$ cat src/rtl/lof_pkg.sv
package lof_pkg;
  typedef enum logic [1:0] {
    FMT_DS1 = 2'd0,
    FMT_DS3 = 2'd1,
    FMT_E1  = 2'd2,
    FMT_E3  = 2'd3
  } plcp_fmt_e;

  localparam int NUM_FMT = 4;

  function automatic int us_to_ticks(input int hold_us, input int tick_us);
    return (hold_us + tick_us - 1) / tick_us;
  endfunction

  function automatic int max4(input int a, input int b, input int c, input int d);
    int m;
    m = a;
    if (b > m) m = b;
    if (c > m) m = c;
    if (d > m) m = d;
    return m;
  endfunction
endpackage

$ cat src/rtl/lof_fmt_table.sv
module lof_fmt_table
  import lof_pkg::*;
#(
  parameter int CNT_W = 8,
  parameter int RAT_W = 4,
  parameter int THR_DS1 = 200,
  parameter int THR_DS3 = 8,
  parameter int THR_E1  = 160,
  parameter int THR_E3  = 8,
  parameter int RAT_DS1 = 10,
  parameter int RAT_DS3 = 12,
  parameter int RAT_E1  = 10,
  parameter int RAT_E3  = 9
) (
  input  logic [1:0]       fmt_i,
  output logic [CNT_W-1:0] thr_o,
  output logic [RAT_W-1:0] ratio_m1_o
);
  logic [CNT_W-1:0] thr_tab   [NUM_FMT];
  logic [RAT_W-1:0] ratio_tab [NUM_FMT];

  function automatic int pick(input int idx, input int a, input int b, input int c, input int d);
    case (idx)
      0:       return a;
      1:       return b;
      2:       return c;
      default: return d;
    endcase
  endfunction

  for (genvar g = 0; g < NUM_FMT; g++) begin : g_tab
    localparam int THR = pick(g, THR_DS1, THR_DS3, THR_E1, THR_E3);
    localparam int RAT = pick(g, RAT_DS1, RAT_DS3, RAT_E1, RAT_E3);
    assign thr_tab[g]   = CNT_W'(THR);
    assign ratio_tab[g] = RAT_W'(RAT - 1);
  end

  assign thr_o      = thr_tab[fmt_i];
  assign ratio_m1_o = ratio_tab[fmt_i];
endmodule

$ cat src/rtl/lof_prescaler.sv
module lof_prescaler #(
  parameter int RAT_W = 4
) (
  input  logic             clk_i,
  input  logic             rst_ni,
  input  logic             clear_i,
  input  logic             run_i,
  input  logic [RAT_W-1:0] ratio_m1_i,
  output logic             step_o
);
  logic [RAT_W-1:0] pre_q;
  logic             wrap;

  assign wrap   = (pre_q >= ratio_m1_i);
  assign step_o = run_i && wrap;

  always_ff @(posedge clk_i or negedge rst_ni) begin
    if (!rst_ni)       pre_q <= '0;
    else if (clear_i)  pre_q <= '0;
    else if (run_i)    pre_q <= wrap ? '0 : pre_q + RAT_W'(1);
  end
endmodule

$ cat src/rtl/lof_updown_counter.sv
module lof_updown_counter #(
  parameter int CNT_W = 8
) (
  input  logic             clk_i,
  input  logic             rst_ni,
  input  logic             clear_i,
  input  logic             inc_i,
  input  logic             dec_i,
  input  logic [CNT_W-1:0] thr_i,
  output logic [CNT_W-1:0] cnt_o,
  output logic             hit_o,
  output logic             empty_o
);
  logic [CNT_W-1:0] cnt_q;
  logic             at_top, at_zero;

  assign at_top  = (cnt_q >= thr_i);
  assign at_zero = (cnt_q == '0);
  // next state reaches threshold / zero this edge
  assign hit_o   = inc_i && (cnt_q == thr_i - CNT_W'(1));
  assign empty_o = dec_i && (cnt_q == CNT_W'(1));
  assign cnt_o   = cnt_q;

  always_ff @(posedge clk_i or negedge rst_ni) begin
    if (!rst_ni)                  cnt_q <= '0;
    else if (clear_i)             cnt_q <= '0;
    else if (inc_i && !at_top)    cnt_q <= cnt_q + CNT_W'(1);
    else if (dec_i && !at_zero)   cnt_q <= cnt_q - CNT_W'(1);
  end
endmodule

$ cat src/rtl/lof_alarm.sv
module lof_alarm (
  input  logic clk_i,
  input  logic rst_ni,
  input  logic clear_i,
  input  logic set_i,
  input  logic drop_i,
  output logic lof_o,
  output logic reframe_o
);
  logic lof_q, rf_q;

  always_ff @(posedge clk_i or negedge rst_ni) begin
    if (!rst_ni) begin
      lof_q <= 1'b0;
      rf_q  <= 1'b0;
    end else if (clear_i) begin
      lof_q <= 1'b0;
      rf_q  <= 1'b0;
    end else begin
      rf_q <= set_i && !lof_q;
      if (set_i)       lof_q <= 1'b1;
      else if (drop_i) lof_q <= 1'b0;
    end
  end

  assign lof_o     = lof_q;
  assign reframe_o = rf_q;
endmodule

$ cat src/rtl/lof_integrator.sv
module lof_integrator
  import lof_pkg::*;
#(
  parameter int TICK_US    = 125,
  parameter int SET_US_DS1 = 25000,
  parameter int SET_US_DS3 = 1000,
  parameter int SET_US_E1  = 20000,
  parameter int SET_US_E3  = 1000,
  parameter int RAT_DS1    = 10,
  parameter int RAT_DS3    = 12,
  parameter int RAT_E1     = 10,
  parameter int RAT_E3     = 9
) (
  input  logic       clk_i,
  input  logic       rst_ni,
  input  logic       tick_i,
  input  logic       oof_i,
  input  logic [1:0] fmt_i,
  output logic       lof_o,
  output logic       reframe_o
);
  localparam int THR_DS1 = us_to_ticks(SET_US_DS1, TICK_US);
  localparam int THR_DS3 = us_to_ticks(SET_US_DS3, TICK_US);
  localparam int THR_E1  = us_to_ticks(SET_US_E1, TICK_US);
  localparam int THR_E3  = us_to_ticks(SET_US_E3, TICK_US);
  localparam int THR_MAX = max4(THR_DS1, THR_DS3, THR_E1, THR_E3);
  localparam int RAT_MAX = max4(RAT_DS1, RAT_DS3, RAT_E1, RAT_E3);
  localparam int CNT_W   = $clog2(THR_MAX + 1);
  localparam int RAT_W   = (RAT_MAX > 2) ? $clog2(RAT_MAX) : 1;

  logic [1:0]       fmt_q;
  logic             fmt_chg;
  logic [CNT_W-1:0] thr, cnt;
  logic [RAT_W-1:0] ratio_m1;
  logic             up, run_dn, pre_clr, step, hit, empty;

  always_ff @(posedge clk_i or negedge rst_ni) begin
    if (!rst_ni) fmt_q <= FMT_DS1;
    else         fmt_q <= fmt_i;
  end

  assign fmt_chg = (fmt_i != fmt_q);
  assign up      = !fmt_chg && tick_i && oof_i;
  assign run_dn  = !fmt_chg && tick_i && !oof_i && (cnt != '0);
  // prescaler restarts on any OOF tick or when nothing is left to drain
  assign pre_clr = fmt_chg || up || (tick_i && !oof_i && (cnt == '0));

  lof_fmt_table #(
    .CNT_W(CNT_W), .RAT_W(RAT_W),
    .THR_DS1(THR_DS1), .THR_DS3(THR_DS3), .THR_E1(THR_E1), .THR_E3(THR_E3),
    .RAT_DS1(RAT_DS1), .RAT_DS3(RAT_DS3), .RAT_E1(RAT_E1), .RAT_E3(RAT_E3)
  ) u_tab (
    .fmt_i      (fmt_q),
    .thr_o      (thr),
    .ratio_m1_o (ratio_m1)
  );

  lof_prescaler #(.RAT_W(RAT_W)) u_pre (
    .clk_i      (clk_i),
    .rst_ni     (rst_ni),
    .clear_i    (pre_clr),
    .run_i      (run_dn),
    .ratio_m1_i (ratio_m1),
    .step_o     (step)
  );

  lof_updown_counter #(.CNT_W(CNT_W)) u_cnt (
    .clk_i   (clk_i),
    .rst_ni  (rst_ni),
    .clear_i (fmt_chg),
    .inc_i   (up),
    .dec_i   (step),
    .thr_i   (thr),
    .cnt_o   (cnt),
    .hit_o   (hit),
    .empty_o (empty)
  );

  lof_alarm u_alm (
    .clk_i     (clk_i),
    .rst_ni    (rst_ni),
    .clear_i   (fmt_chg),
    .set_i     (hit),
    .drop_i    (empty),
    .lof_o     (lof_o),
    .reframe_o (reframe_o)
  );
endmodule

$ cat config.mk
export PLATFORM = sky130hd
export DESIGN_NAME = lof_integrator
export DESIGN_NICKNAME = d
export VERILOG_FILES = /design/src/rtl/lof_pkg.sv /design/src/rtl/lof_fmt_table.sv /design/src/rtl/lof_prescaler.sv /design/src/rtl/lof_updown_counter.sv /design/src/rtl/lof_alarm.sv /design/src/rtl/lof_integrator.sv
export SDC_FILE = /design/constraint.sdc
export NUM_CORES = 1
export LEC_CHECK = 0
export ABC_AREA = 1
export ABC_CLOCK_PERIOD_IN_PS = 1900
export BUFFER_PORTS_ARGS = -buffer_cell sky130_fd_sc_hd__buf_2
export CORE_MARGIN = 3
export CORE_UTILIZATION = 35
export DETAILED_ROUTE_END_ITERATION = 8
export PLACE_DENSITY = 0.52
export SETUP_SLACK_MARGIN = 0.4
export SYNTH_ARGS = -nofsm -noshare
export SYNTH_HDL_FRONTEND = slang
export SYNTH_SLANG_ARGS = --single-unit
$ cat constraint.sdc
create_clock -name clk_i -period 1.9 [get_ports clk_i]
set_clock_uncertainty 0.2 [all_clocks]
set_input_delay 0.285 -clock clk_i [delete_from_list [all_inputs] [get_ports clk_i]]
set_output_delay 0.285 -clock clk_i [all_outputs]
set_load 0.02 [all_outputs]
== Word level (Yosys, flattened, before mapping) ==
Cells that the tools add are included.

* Output and inout port bits: 2
* Logic and storage cells: 56
* Input bits: 6
* Flip-flop bits (word level): 16

* Bitwise gates (word level): 1
* Add/subtract/negate cells: 4
* Reduce and logical (&&, ||, !) cells: 24
* Muxes and demuxes: 16
* $lt $le $gt $ge: 3
* Equality and inequality tests: 3

{| class="wikitable"
|+ Operator list
! operator !! count
|-
| 2-to-1 mux 8 bit || 5
|-
| 2-to-1 mux 4 bit || 5
|-
| binary-select mux 8 bit (select 2 bit) || 1
|-
| subtractor 8 x 1 -> 8 bit (second input constant) || 2
|-
| logical AND 1 bit || 12
|-
| adder 8 x 1 -> 8 bit (second input constant) || 1
|-
| binary-select mux 4 bit (select 2 bit) || 1
|-
| equality test 8 x 1 -> 1 bit (second input constant) || 1
|-
| equality test 8 bit || 1
|-
| greater-or-equal comparator 8 bit || 1
|-
| zero test 8 bit || 1
|-
| nonzero test 8 bit || 1
|-
| nonzero test 3 bit || 2
|-
| zero test 1 bit || 5
|-
| adder 4 x 1 -> 4 bit (second input constant) || 1
|-
| greater-or-equal comparator 4 bit || 1
|-
| 2-to-1 mux 1 bit || 4
|-
| greater-or-equal comparator 3 bit (second input constant) || 1
|-
| inverter 2 -> 3 bit || 1
|-
| logical OR 1 bit || 2
|-
| != test 2 bit || 1
|-
| nonzero test 2 bit || 1
|}

== Depth between registers and ports, before layout ==
* Word-level depth: 10
* Gate-level depth with buffers: 12
* Gate-level depth less buffers: 12

== Cells and area by module ==
From an unflattened synthesis, not the netlist that was laid out.

* Cells, all modules: 284
* Area, all modules: 1876.8 um^2

{| class="wikitable"
|+ By module, submodules not included
! module !! seq. area each (um^2) !! cells an instance !! area each (um^2) !! times used
|-
| lof_updown_counter || 200.2 || 197 || 1270.0 || 1
|-
| lof_prescaler || 100.1 || 45 || 322.8 || 1
|-
| lof_integrator || 50.0 || 19 || 126.4 || 1
|-
| lof_alarm || 50.0 || 8 || 78.8 || 1
|-
| lof_fmt_table || 0.0 || 15 || 78.8 || 1
|}

== Worst setup path after synthesis ==
Ideal clock, no wire load.

* Kind: reg2reg
* Start: register fmt_q[0]
* End: register u_cnt.cnt_q[0], in the netlist u_cnt.cnt_o[0]
* Library setup time: 0.118 ns
* Data required time: 1.582 ns
* Period minus slack after synthesis: 2.095 ns
* Cell stages (with the launch flop): 13
* Slack: -0.195 ns
* Data arrival time: 1.778 ns
* Path buffers: 1
* Cells stage by stage: dfrtp_1 inv_1 nand2_1 ha_1 nand2_1 nand2_1 a21oi_2 nand2_2 nor2_4 nor2_4 buf_6 nand2_1 o21ai_2

* Cells in the longest elaborated chain, start to end: 9
* Elaborated cells on any way between the ends: 22
* Classes of those cells: order compare: 2; eq/ne: 1; mux: 8; bitwise: 1; reduce/logical: 10

{| class="wikitable"
|+ Ends and longest elaborated chain
! item !! line !! RTL
|-
| from (decl) || lof_integrator.sv:31 || <nowiki>logic [1:0] fmt_q;</nowiki>
|-
| from (signal assigned) || lof_integrator.sv:39 || <nowiki>else fmt_q <= fmt_i;</nowiki>
|-
| inverter 2 -> 3 bit (not written as such) || lof_fmt_table.sv:38, lof_fmt_table.sv:39 ||
|-
| binary-select mux 8 bit (select 2 bit) || lof_fmt_table.sv:38 || <nowiki>assign thr_o = thr_tab[fmt_i];</nowiki>
|-
| 2-to-1 mux 8 bit (not written as such) (2 in series) || lof_fmt_table.sv:38 ||
|-
| greater-or-equal comparator 8 bit || lof_updown_counter.sv:17 || <nowiki>assign at_top = (cnt_q >= thr_i);</nowiki>
|-
| zero test 1 bit || lof_updown_counter.sv:27 || <nowiki>else if (inc_i && !at_top) cnt_q <= cnt_q + CNT_W'(1);</nowiki>
|-
| logical AND 1 bit || lof_updown_counter.sv:27 ||
|-
| 2-to-1 mux 8 bit || lof_updown_counter.sv:27 ||
|-
| 2-to-1 mux 8 bit || lof_updown_counter.sv:26 || <nowiki>else if (clear_i) cnt_q <= '0;</nowiki>
|-
| to (signal assigned) || lof_updown_counter.sv:27 ||
|-
| to (signal assigned) || lof_updown_counter.sv:28 || <nowiki>else if (dec_i && !at_zero) cnt_q <= cnt_q - CNT_W'(1);</nowiki>
|-
| to (decl) || lof_updown_counter.sv:14 || <nowiki>logic [CNT_W-1:0] cnt_q;</nowiki>
|}

Several ways; a longest one is shown, not always the timed one. The select of a mux whose other input is x is not followed.
A chain may end at the register's enable or synchronous reset.

== Final worst setup path ==
* Start: register fmt_q[0]
* End: register u_cnt.cnt_q[3], in the netlist u_cnt.cnt_o[3]

The elaborated chain is that of the path after synthesis.

==> results by group <==
GRT
  • First-pass GRT wire length: 6.361 mm
  • Initial antenna violation count: 0
  • Total track usage: between 10% and 20%
  • Remaining Overflow, GRT: 0
  • Vias in the first global route: around 1400
  • Largest net degree at the start of global routing: 17

Placed design
  • I/O Buffers: 7
  • Final GP Congestion: 0.9027
  • Placed Area: around 1700 µm²
  • Post-DP HPWL: 2.602 mm
  • Worst slack, placed: -0.1899 ns

Critical path
  • Crit. path cell count: 12
  • Worst r2r src: fmt_q[0]
  • Critical path destination: u_cnt.cnt_o[3]
  • Crit path cell chain: inv_2, nand2_4, ha_4, nand2_2, nand2_2, a21oi_2, nand2_2, nor2_4, nor2_4, buf_12, nand2_2, o21ai_2
  • Critical Path Source Type: flop
  • CP most frequent cell: nand2_2
  • CP startpoint: fmt_q[0]
  • Kind of critical path: reg -> reg
  • Critical Path AT: 2.00 ns
  • Flop-to-flop setup slack: -0.14 ns
  • Crit Path Max Fanout: 8
  • Nature of the critical path endpoint: flop
  • FF-to-FF path depth: 12
  • Crit path max-delay family: simple AND/OR/NAND/NOR gates
  • Worst Path Required: 1.85 ns
  • Buf/Inv on CP: 2
  • Slowest CP cell: dfrtp_2
  • Worst r2r dst: u_cnt.cnt_o[3]
  • Delay of the slowest cell on the worst path: 0.45 ns

Clock network
  • Root buffer cell: clkbuf_8
  • Clock Sinks: 16
  • H-tree lvl count: 1
  • CTS Buf Count: 3
  • CTS Buffer Depth: 2
  • CTS clk-pin slew, worst paths: 0.08 ns
  • Clk Latency, worst-skew pair: ~0.26 ns
  • CTS tree: done

Hold path
  • Worst min path class: in -> reg

Timing
  • Worst-Margin Slew: ~0.39 ns
  • Slew Viols, Final: 0
  • Min Tclk post-route: 2.042 ns
  • RSZ-0062 raised after global routing: true
  • Fmax: 489.8 MHz
  • Fin Hold WS: 0.1826 ns
  • Final hold violation count: 0
  • Final WS setup: -0.1415 ns
  • Relative slew slack: 73.92%
  • Setup_tns: -1.139 ns
  • Final period utilization: 107.4%
  • Setup-failing EPs final: 10

Logic synthesis
  • Synthesized instance count: between 150 and 200
  • Largest cells by area after synthesis: dfrtp_1 (28%), nand2_1 (15%), ha_1 (9.8%)
  • Post-synthesis sequential area ratio: 28.47%
  • Synth Area per Inst: 7.212 µm²
  • Post-Syn Area: 1406 µm²
  • Post-synth top area cell: dfrtp_1
  • Synth top area share: 28.47%
  • Library cells used by synthesis: 27
  • FF+latch count, synth: 16
  • Synth Net Count: 212
  • Warnings, synthesis: 0

Layout
  • Antenna fix cells: 0
  • Synth-to-Final Area Change: 46.44%
  • Multi-input gate area: between 1000 and 1500 µm²
  • Cell area after layout: between 2000 and 2500 µm²
  • Fillers: 350
  • Reg area: 402.9 µm²
  • Layout Nets: 255
  • Layout cells sized above 1: between 40 and 50%

Detailed routing
  • Post-Route WL: 4.030 mm
  • DRT iter0 DRCs: 46
  • First-pass DRT Iterations: 4
  • Routed Antenna Nets: 0
  • Vias: 1418
  • Vias per Instance: 4.975
  • Routed len/inst: 14.14 µm
  • # DRC: 0

Floorplanning
  • Die X-Extent: slightly below 70 µm
  • FP Rows: 22
  • Die area: 4815 µm²
  • Starting Density: a little under two fifths
  • Die height: roughly 70 µm
  • Ports: 8
  • CORE AREA: around 3800 µm²

Status
  • Violated checks: negative setup slack
  • Status: complete, but fails checks

Pwr
  • Worst vdd rail ir drop: 0.0002553 V
  • Leakage: 0.9910 nW
  • Pwr dens: approximately 690 nW/µm²

Job
  • Max-Cap Viols: 0
==> logic make-up after synthesis <==
kind of cell	after synthesis	share of synthesized area, %
flip-flops	16	28.47
AND/OR/NAND/NOR	98	31.58
AO/OA/AOI/OAI	27	10.85
buffers and inverters	31	11.30
adder cells (fa/ha/maj)	11	9.786
XOR/XNOR	12	8.007
==> how the worst min path moves through the flow <==
stage | slack (ns) | endpoint | from | cells after the start
6_report | 0.18 | u_pre.pre_q[1] | tick_i | 4
5_1_grt | 0.21 | u_pre.pre_q[2] | tick_i | 4
4_1_cts | 0.19 | u_pre.pre_q[0] | tick_i | 4
3_5_place_dp | 0.03 | u_cnt.cnt_o[4] | rst_ni | 1
3_3_place_gp | 0.03 | u_cnt.cnt_o[4] | rst_ni | 1
2_1_floorplan | -0.21 | fmt_q[0] | rst_ni | 0
==> synth_stat cells <==
cell       number
buf_6           3
nand2_2         3
o21ai_2         2
nand2_1        57
buf_2           3
o2111ai_1       1
dfrtp_1        16
xor2_1          7
xnor2_1         4
o21ai_1         5
xnor2_2         1
clkbuf_1        1
nand3_2         1
nand4_1         3
a21oi_1         4
nor2_2          2
ha_1           11
bufinv_8        1
o211ai_1        1
a21oi_2         1
nand3_1        15
o21ai_0        13
inv_1          22
inv_4           1
nor2_1         13
nor2_4          3
nand4_2         1
==> sequential cells by signal, summed over array words and instances (netlist names) <==
register / flops
u_alm.lof_o: 1
u_alm.reframe_o: 1
u_pre.pre_q: 4
u_cnt.cnt_o: 8
fmt_q: 2
==> area by class of cell <==
type / count / area share (%)
tap: 48 / 2.916
inverter: 24 / 5.164
timing repair buffer: 45 / 19.44
multi-input combinational: 148 / 50.24
clock buffer: 4 / 2.673
sequential: 16 / 19.56
==> placed cells by master, fill, tap and decap left out, types with 6 or more instances in the layout <==
cell     count
o21ai_2      6
nand3_2      6
ha_1         8
xor2_1       7
o21ai_1      8
nand2_2     13
dfrtp_1     14
buf_2        7
buf_4       24
nand3_1      9
inv_1       18
buf_6        8
nand2_1     42
nor2_1      12
==> stage by stage <==
stage	total power, mW	instances	utilization [%]
2_1_floorplan	0.7855	195	-
3_3_place_gp	0.9634	269	44.99
3_5_place_dp	0.9692	269	44.99
4_1_cts	1.330	283	50.00
5_1_grt	1.534	285	54.61
6_report	1.428	285	54.61
==> per-layer routing <==
layer,share of wire (%),wire length (µm),global-route usage [%],up-vias
met4,2.0,81,7.158,0
met1,42,1673,19.61,672
li1,-,-,-,708
met5,0,0,0,-
met2,54,2180,28.39,28
met3,2.3,94,2.174,10
==> worst min-delay path, stage by stage <==
cell     delay [ns]
buf_2          0.12
nor2_1         0.09
nand2_1        0.06
o21ai_1        0.05
==> where the power goes <==
group	internal [mW]	switching, mW	leakage [nW]
combinational	0.311	0.396	0.749
sequential	0.368	0.0314	0.213
clock	0.184	0.137	0.0288
total	0.863	0.565	0.991
==> what timing repair did <==
item	CTS	global route
hold endpoints to repair	18	0
setup endpoints to repair	14	14
cloned	0	1
pin swaps	6	15
setup buffers	7	1
hold buffers	3	0
gates resized for setup	15	38
Note: power is estimated with default switching activity, not from simulation.
